[src/rtl/creg_pkg.sv]
package creg_pkg;
  localparam int OFS_W  = 16;
  localparam int IDX_W  = OFS_W - 2;
  localparam int DATA_W = 32;

  typedef enum logic [1:0] {
    PRIV_USER0 = 2'b00,
    PRIV_USER1 = 2'b01,
    PRIV_SUPER = 2'b10,
    PRIV_RSVD  = 2'b11
  } priv_e;

  typedef enum logic [1:0] {
    WR_NONE,
    WR_TRAP,
    WR_IGNORE,
    WR_COMMIT
  } wr_outcome_e;

  typedef struct packed {
    logic             coreWr;
    logic [IDX_W-1:0] coreWrIdx;
    logic             dbgWr;
    logic [IDX_W-1:0] dbgWrIdx;
    logic             ovfClr;
    logic             coreRdOk;
    logic [IDX_W-1:0] coreRdIdx;
    logic             dbgRdOk;
    logic [IDX_W-1:0] dbgRdIdx;
  } strobes_t;
endpackage

[src/rtl/creg_ctrl.sv]
module creg_ctrl
  import creg_pkg::*;
#(
  parameter int                  SLOTS     = 16,
  parameter logic [SLOTS-1:0]    IMPL_MASK = 16'h00FF,
  parameter logic [SLOTS-1:0]    RO_MASK   = 16'h0002,
  parameter logic [DATA_W-1:0]   WIN_BASE  = 32'hF000_0000,
  parameter int                  WIN_BITS  = 16
) (
  input  logic [1:0]        privMode,
  input  logic              coreRdEn,
  input  logic [OFS_W-1:0]  coreRdOfs,
  input  logic              coreWrEn,
  input  logic [OFS_W-1:0]  coreWrOfs,
  output logic              coreTrap,
  output logic              coreNoEffect,
  input  logic              ovfClr,
  input  logic              coreMemEn,
  input  logic [DATA_W-1:0] coreMemAddr,
  output logic              coreMemRefuse,
  input  logic              dbgEn,
  input  logic              dbgWe,
  input  logic [OFS_W-1:0]  dbgOfs,
  output logic              dbgErr,
  output strobes_t          strb
);
  localparam logic [DATA_W-1:0] WIN_LOW  = DATA_W'((64'd1 << WIN_BITS) - 64'd1);
  localparam logic [DATA_W-1:0] WIN_MASK = ~WIN_LOW;

  function automatic logic isAligned(logic [OFS_W-1:0] ofs);
    return ofs[1:0] == 2'b00;
  endfunction

  function automatic logic maskBit(logic [SLOTS-1:0] mask, logic [OFS_W-1:0] ofs);
    logic [IDX_W-1:0] idx;
    logic [SLOTS-1:0] sh;
    idx = ofs[OFS_W-1:2];
    sh  = mask >> idx;
    return (idx < IDX_W'(SLOTS)) && sh[0];
  endfunction

  wr_outcome_e coreOutcome;
  logic        isSuper;

  always_comb begin
    isSuper = priv_e'(privMode) == PRIV_SUPER;
    if (!coreWrEn)                           coreOutcome = WR_NONE;
    else if (!isSuper)                       coreOutcome = WR_TRAP;
    else if (!isAligned(coreWrOfs))          coreOutcome = WR_IGNORE;
    else if (maskBit(RO_MASK, coreWrOfs))    coreOutcome = WR_IGNORE;
    else if (!maskBit(IMPL_MASK, coreWrOfs)) coreOutcome = WR_IGNORE;
    else                                     coreOutcome = WR_COMMIT;
  end

  assign coreTrap     = coreOutcome == WR_TRAP;
  assign coreNoEffect = coreOutcome == WR_IGNORE;

  assign coreMemRefuse = coreMemEn && ((coreMemAddr & WIN_MASK) == (WIN_BASE & WIN_MASK));

  assign dbgErr = dbgEn && !isAligned(dbgOfs);

  always_comb begin
    strb.coreWr    = coreOutcome == WR_COMMIT;
    strb.coreWrIdx = coreWrOfs[OFS_W-1:2];
    strb.dbgWr     = dbgEn && dbgWe && isAligned(dbgOfs)
                     && maskBit(IMPL_MASK, dbgOfs) && !maskBit(RO_MASK, dbgOfs);
    strb.dbgWrIdx  = dbgOfs[OFS_W-1:2];
    strb.ovfClr    = ovfClr;
    strb.coreRdOk  = coreRdEn && isAligned(coreRdOfs) && maskBit(IMPL_MASK, coreRdOfs);
    strb.coreRdIdx = coreRdOfs[OFS_W-1:2];
    strb.dbgRdOk   = dbgEn && !dbgWe && isAligned(dbgOfs) && maskBit(IMPL_MASK, dbgOfs);
    strb.dbgRdIdx  = dbgOfs[OFS_W-1:2];
  end
endmodule

[src/rtl/creg_dpath.sv]
module creg_dpath
  import creg_pkg::*;
#(
  parameter int                SLOTS       = 16,
  parameter logic [SLOTS-1:0]  IMPL_MASK   = 16'h00FF,
  parameter logic [SLOTS-1:0]  RO_MASK     = 16'h0002,
  parameter int                STATUS_SLOT = 0,
  parameter logic [DATA_W-1:0] OVF_MASK    = 32'hF800_0000,
  parameter logic [DATA_W-1:0] RO_BASE     = 32'hA5C3_0000
) (
  input  logic                         clk,
  input  logic                         rstN,
  input  strobes_t                     strb,
  input  logic [DATA_W-1:0]            coreWrData,
  input  logic [DATA_W-1:0]            dbgWrData,
  output logic [DATA_W-1:0]            coreRdData,
  output logic [DATA_W-1:0]            dbgRdData,
  output logic [SLOTS-1:0][DATA_W-1:0] regBank
);
  for (genvar i = 0; i < SLOTS; i++) begin : g_slot
    localparam logic [IDX_W-1:0] MY_IDX = IDX_W'(i);
    if (IMPL_MASK[i] && !RO_MASK[i]) begin : g_rw
      logic [DATA_W-1:0] nxt;
      always_comb begin
        nxt = regBank[i];
        if (strb.dbgWr && strb.dbgWrIdx == MY_IDX)   nxt = dbgWrData;
        if (strb.coreWr && strb.coreWrIdx == MY_IDX) nxt = coreWrData;
        if (i == STATUS_SLOT && strb.ovfClr)         nxt = nxt & ~OVF_MASK;
      end
      always_ff @(posedge clk or negedge rstN) begin
        if (!rstN) regBank[i] <= '0;
        else       regBank[i] <= nxt;
      end
    end else if (IMPL_MASK[i]) begin : g_ro
      assign regBank[i] = RO_BASE | DATA_W'(i);
    end else begin : g_none
      assign regBank[i] = '0;
    end
  end

  always_comb begin
    coreRdData = '0;
    dbgRdData  = '0;
    for (int s = 0; s < SLOTS; s++) begin
      if (strb.coreRdOk && strb.coreRdIdx == IDX_W'(s)) coreRdData = regBank[s];
      if (strb.dbgRdOk && strb.dbgRdIdx == IDX_W'(s))   dbgRdData  = regBank[s];
    end
  end
endmodule

[src/rtl/creg_access_unit.sv]
module creg_access_unit
  import creg_pkg::*;
#(
  parameter int                SLOTS       = 16,
  parameter logic [SLOTS-1:0]  IMPL_MASK   = 16'h00FF,
  parameter logic [SLOTS-1:0]  RO_MASK     = 16'h0002,
  parameter int                STATUS_SLOT = 0,
  parameter logic [DATA_W-1:0] OVF_MASK    = 32'hF800_0000,
  parameter logic [DATA_W-1:0] RO_BASE     = 32'hA5C3_0000,
  parameter logic [DATA_W-1:0] WIN_BASE    = 32'hF000_0000,
  parameter int                WIN_BITS    = 16
) (
  input  logic              clk,
  input  logic              rstN,
  input  logic [1:0]        privMode,
  input  logic              coreRdEn,
  input  logic [OFS_W-1:0]  coreRdOfs,
  output logic [DATA_W-1:0] coreRdData,
  input  logic              coreWrEn,
  input  logic [OFS_W-1:0]  coreWrOfs,
  input  logic [DATA_W-1:0] coreWrData,
  output logic              coreTrap,
  output logic              coreNoEffect,
  input  logic              ovfClr,
  input  logic              coreMemEn,
  input  logic [DATA_W-1:0] coreMemAddr,
  output logic              coreMemRefuse,
  input  logic              dbgEn,
  input  logic              dbgWe,
  input  logic [OFS_W-1:0]  dbgOfs,
  input  logic [DATA_W-1:0] dbgWrData,
  output logic [DATA_W-1:0] dbgRdData,
  output logic              dbgErr
);
  strobes_t                     strb;
  logic [SLOTS-1:0][DATA_W-1:0] regBank;

  creg_ctrl #(
    .SLOTS(SLOTS), .IMPL_MASK(IMPL_MASK), .RO_MASK(RO_MASK),
    .WIN_BASE(WIN_BASE), .WIN_BITS(WIN_BITS)
  ) u_ctrl (
    .privMode(privMode), .coreRdEn(coreRdEn), .coreRdOfs(coreRdOfs),
    .coreWrEn(coreWrEn), .coreWrOfs(coreWrOfs),
    .coreTrap(coreTrap), .coreNoEffect(coreNoEffect), .ovfClr(ovfClr),
    .coreMemEn(coreMemEn), .coreMemAddr(coreMemAddr), .coreMemRefuse(coreMemRefuse),
    .dbgEn(dbgEn), .dbgWe(dbgWe), .dbgOfs(dbgOfs), .dbgErr(dbgErr), .strb(strb)
  );

  creg_dpath #(
    .SLOTS(SLOTS), .IMPL_MASK(IMPL_MASK), .RO_MASK(RO_MASK),
    .STATUS_SLOT(STATUS_SLOT), .OVF_MASK(OVF_MASK), .RO_BASE(RO_BASE)
  ) u_dpath (
    .clk(clk), .rstN(rstN), .strb(strb),
    .coreWrData(coreWrData), .dbgWrData(dbgWrData),
    .coreRdData(coreRdData), .dbgRdData(dbgRdData), .regBank(regBank)
  );
endmodule

[config.mk]
export PLATFORM = sky130hd
export DESIGN_NAME = creg_access_unit
export DESIGN_NICKNAME = d
export VERILOG_FILES = /design/src/rtl/creg_pkg.sv /design/src/rtl/creg_ctrl.sv /design/src/rtl/creg_dpath.sv /design/src/rtl/creg_access_unit.sv
export SDC_FILE = /design/constraint.sdc
export NUM_CORES = 1
export LEC_CHECK = 0
export BUFFER_PORTS_ARGS = -buffer_cell sky130_fd_sc_hd__buf_2
export CELL_PAD_IN_SITES_DETAIL_PLACEMENT = 0
export CELL_PAD_IN_SITES_GLOBAL_PLACEMENT = 1
export CORE_UTILIZATION = 47
export CTS_CLUSTER_SIZE = 30
export DETAILED_ROUTE_END_ITERATION = 8
export GPL_TIMING_DRIVEN = 1
export PLACE_DENSITY_LB_ADDON = 0.08
export SLEW_MARGIN = 10
export SYNTH_ARGS = -nofsm -noshare
export SYNTH_HDL_FRONTEND = slang
export SYNTH_SLANG_ARGS = --single-unit
[constraint.sdc]
create_clock -name clk -period 6.1 [get_ports clk]
set_input_delay 0.61 -clock clk [delete_from_list [all_inputs] [get_ports clk]]
set_output_delay 0.61 -clock clk [all_outputs]
set_load 0.01 [all_outputs]
==> impl_metrics.env <==
export IMPL_overflow=0
export IMPL_top_regs="u_dpath.regBank x224"
export IMPL_ant_nets=0
export IMPL_critPathTopFamily="simple AND/OR/NAND/NOR gates"
export IMPL_power_density_mw_per_mm2=203.2
export IMPL_reg2reg_from="u_dpath.regBank[64]$_DFFE_PN0P_"
export IMPL_synth_seq_cells=224
export IMPL_wl_mm=52.98
export IMPL_cts_tree="yes"
export IMPL_start_kind="primary input"
export IMPL_slew_viol_final=0
export IMPL_numCtsBuffers=28
export IMPL_final_util=0.5484
export IMPL_rsz0062_at_grt="no"
export IMPL_clk_latency_ns=0.55
export IMPL_use_met1=0.4234
export IMPL_grt_busiest_layer="met2"
export IMPL_synth_flop_cell="dfrtp_1"
export IMPL_ir_drop_mv=0.2047
export IMPL_p_leak_nw=7.706
export IMPL_finalPower_mw=3.535
export IMPL_remaining_drc_errors=0
export IMPL_viasPerCell=6.112
export IMPL_cts_hold_buf=0
export IMPL_max_flop_register="u_dpath.regBank"
export IMPL_worst_slew_pin_slew_ns=1.292
export IMPL_grt_max_degree=109
export IMPL_relSlewSlack=0.1362
export IMPL_max_cap_violations=0
export IMPL_initial_core_util=0.4793
export IMPL_post_cts_setup_buffer_count=0
export IMPL_cp_arrival_ns=3.66
export IMPL_area_growth_pct=14.42
export IMPL_crit_chain="buf_2 -> nor4_1 -> nand3_1 -> or3_1 -> o2bb2ai_1 -> buf_2"
export IMPL_period_share=0.6994
export IMPL_hold_path_class="primary input to asynchronous set/reset pin"
export IMPL_grt_use_met3=0.04392
export IMPL_final_area_sq_mm=0.01740
export IMPL_min_period_ns=4.266
export IMPL_die_area_sq_mm=0.03307
export IMPL_crit_type="primary input to output pin"
export IMPL_slowest_stage="nor4_1"
export IMPL_finalSetupViolations=0
export IMPL_htree_levels=1
export IMPL_yosysWarningCount=0
export IMPL_endpoint_kind="output pin"
export IMPL_synth_edf_count=0
export IMPL_postSynthAreaPerCell_sq_um=8.214
export IMPL_num_vias=14580
export IMPL_cp_buffers_inverters=2
export IMPL_first_pass_iters=5
export IMPL_status="completed"
export IMPL_grt_pass1_wl_mm=80.94
export IMPL_tns_ns=0
export IMPL_synth_top_area_cell="dfrtp_1"
export IMPL_row_count=65
export IMPL_async_flop_share=1.000
export IMPL_syn_cell_area_sq_mm=0.01520
export IMPL_core_sq_mm=0.03172
export IMPL_syn_nets=2005
export IMPL_layout_setup_ws_ns=1.834
export IMPL_routabilityCongestion=0.8140
export IMPL_nets=2117
export IMPL_cts_root_buf="clkbuf_16"
export IMPL_place_hpwl_mm=30.48
export IMPL_yosysTopAreaCellShare=0.3687
export IMPL_path_max_fanout=10
export IMPL_io_pins=222
export IMPL_crit_path_frequent_cell="buf_2"
export IMPL_fillers=3027
export IMPL_critPathRequiredTime_ns=5.49
export IMPL_antenna_found_initial=3
export IMPL_drive_above_1_share=0.1636
export IMPL_die_w_um=181.9
export IMPL_synth_area_leaders="dfrtp_1, mux2i_1, a21oi_1"
export IMPL_ys_seq_area_frac=0.3687
export IMPL_wire_per_inst_um=22.22
export IMPL_dr_first_iter_drc_count=1239
export IMPL_placed_area_sq_mm=0.01644
export IMPL_clock_sinks=224
export IMPL_place_ws_ns=1.929
export IMPL_netlist_instances=1851
export IMPL_die_h_um=181.9
export IMPL_largest_register_ffs=224
export IMPL_final_setup_skew_ns=0
export IMPL_slowest_delay_ns=0.93
export IMPL_grt_use_total=0.3173
export IMPL_cts_reportedPaths_clkPinSlew_ns=0.06
export IMPL_cts_resized=0
export IMPL_clockBufferDepth=3
export IMPL_ys_types=53
export IMPL_numPortBuffers=205
export IMPL_grt_pass1_vias=13880
export IMPL_fmax_mhz=234.4
export IMPL_gr_usage_met2=0.5328
export IMPL_critPathLaunch="dbgOfs[15]"
export IMPL_hold_violations=0
layer usage:
layer,share of wire,routed length (um)
met2,0.47,25130
met3,0.072,3790
met5,0,0
met4,0.027,1445
met1,0.43,22610
power by group:
part	internal (mW)	leakage [nW]	switching [mW]
Sequential	1.49	3.13	0.000271
Combinational	0.0899	4.10	0.214
Clock	1.08	0.475	0.669
cell families after synthesis:
family / synth area share
AOI/OAI and AO/OA: 0.2115
buffers and inverters: 0.04485
DFF: 0.3687
muxes: 0.2051
and+or+nand+nor: 0.1699
placed cells by master (no fill, tap or decap), types with 7 or more instances in the layout:
cell type  count
o22ai_1       14
o21ai_0      177
o41ai_1        9
buf_2        200
buf_4         36
nor2_1       265
nand2_1      212
nor2b_1        8
a32oi_1        9
a2bb2oi_1      8
a31oi_1       36
nand4_1       11
clkbuf_16     29
nor4_1         7
a21o_1         7
o2bb2ai_1     19
a22oi_1       42
dfrtp_1      224
mux2_2        22
mux2i_1      280
inv_1         10
a21oi_1      230
nand2b_1      43
synthesized netlist by cell type (7+ instances only):
| library cell | n |
|---|---|
| nor2b_1 | 8 |
| nand4_1 | 11 |
| o22ai_1 | 14 |
| a2bb2oi_1 | 8 |
| a32oi_1 | 9 |
| o2bb2ai_1 | 19 |
| buf_2 | 20 |
| mux2_2 | 22 |
| clkbuf_1 | 120 |
| buf_1 | 10 |
| a21oi_1 | 230 |
| a21o_1 | 7 |
| inv_1 | 10 |
| o21ai_0 | 177 |
| a22oi_1 | 42 |
| a31oi_1 | 36 |
| nand2b_1 | 44 |
| nor2_1 | 268 |
| o41ai_1 | 9 |
| nor4_1 | 7 |
| dfrtp_1 | 224 |
| mux2i_1 | 280 |
| nand2_1 | 212 |
per-stage QoR:
| step | cells | hold WS [ns] |
|---|---|---|
| 6_report | 2385 | 0.1373 |
| 5_1_grt | 2384 | 0.2083 |
| 4_1_cts | 2383 | 0.1792 |
| 3_5_place_dp | 2335 | 0.5487 |
| 3_3_place_gp | 2335 | 0.5424 |
| 2_1_floorplan | 1851 | 0.3144 |
final timing paths:
check	endpoint	slack [ns]	cells after the start
min in group clk	u_dpath.regBank[27]$_DFFE_PN0P_	0.35	2
max in group asynchronous	u_dpath.regBank[8]$_DFFE_PN0P_	4.50	2
max reg2reg	u_dpath.regBank[64]$_DFFE_PN0P_	5.30	2
max	dbgRdData[16]	1.83	6
min	u_dpath.regBank[152]$_DFFE_PN0P_	0.14	1
min reg2reg	u_dpath.regBank[20]$_DFFE_PN0P_	0.56	2
cell type report:
type / count / area [sq um] / share of cell area
clock buffer: 37 / 795.8 / 0.04575
tap: 402 / 503.0 / 0.02891
antenna: 2 / 5.005 / 0.0002877
multi-input combinational: 1461 / 8984 / 0.5164
clock inverter: 11 / 158.9 / 0.009135
timing repair buffer: 238 / 1306 / 0.07509
sequential: 224 / 5605 / 0.3222
inverter: 10 / 37.54 / 0.002158
No activity file was read; power rests on OpenSTA's default activity.
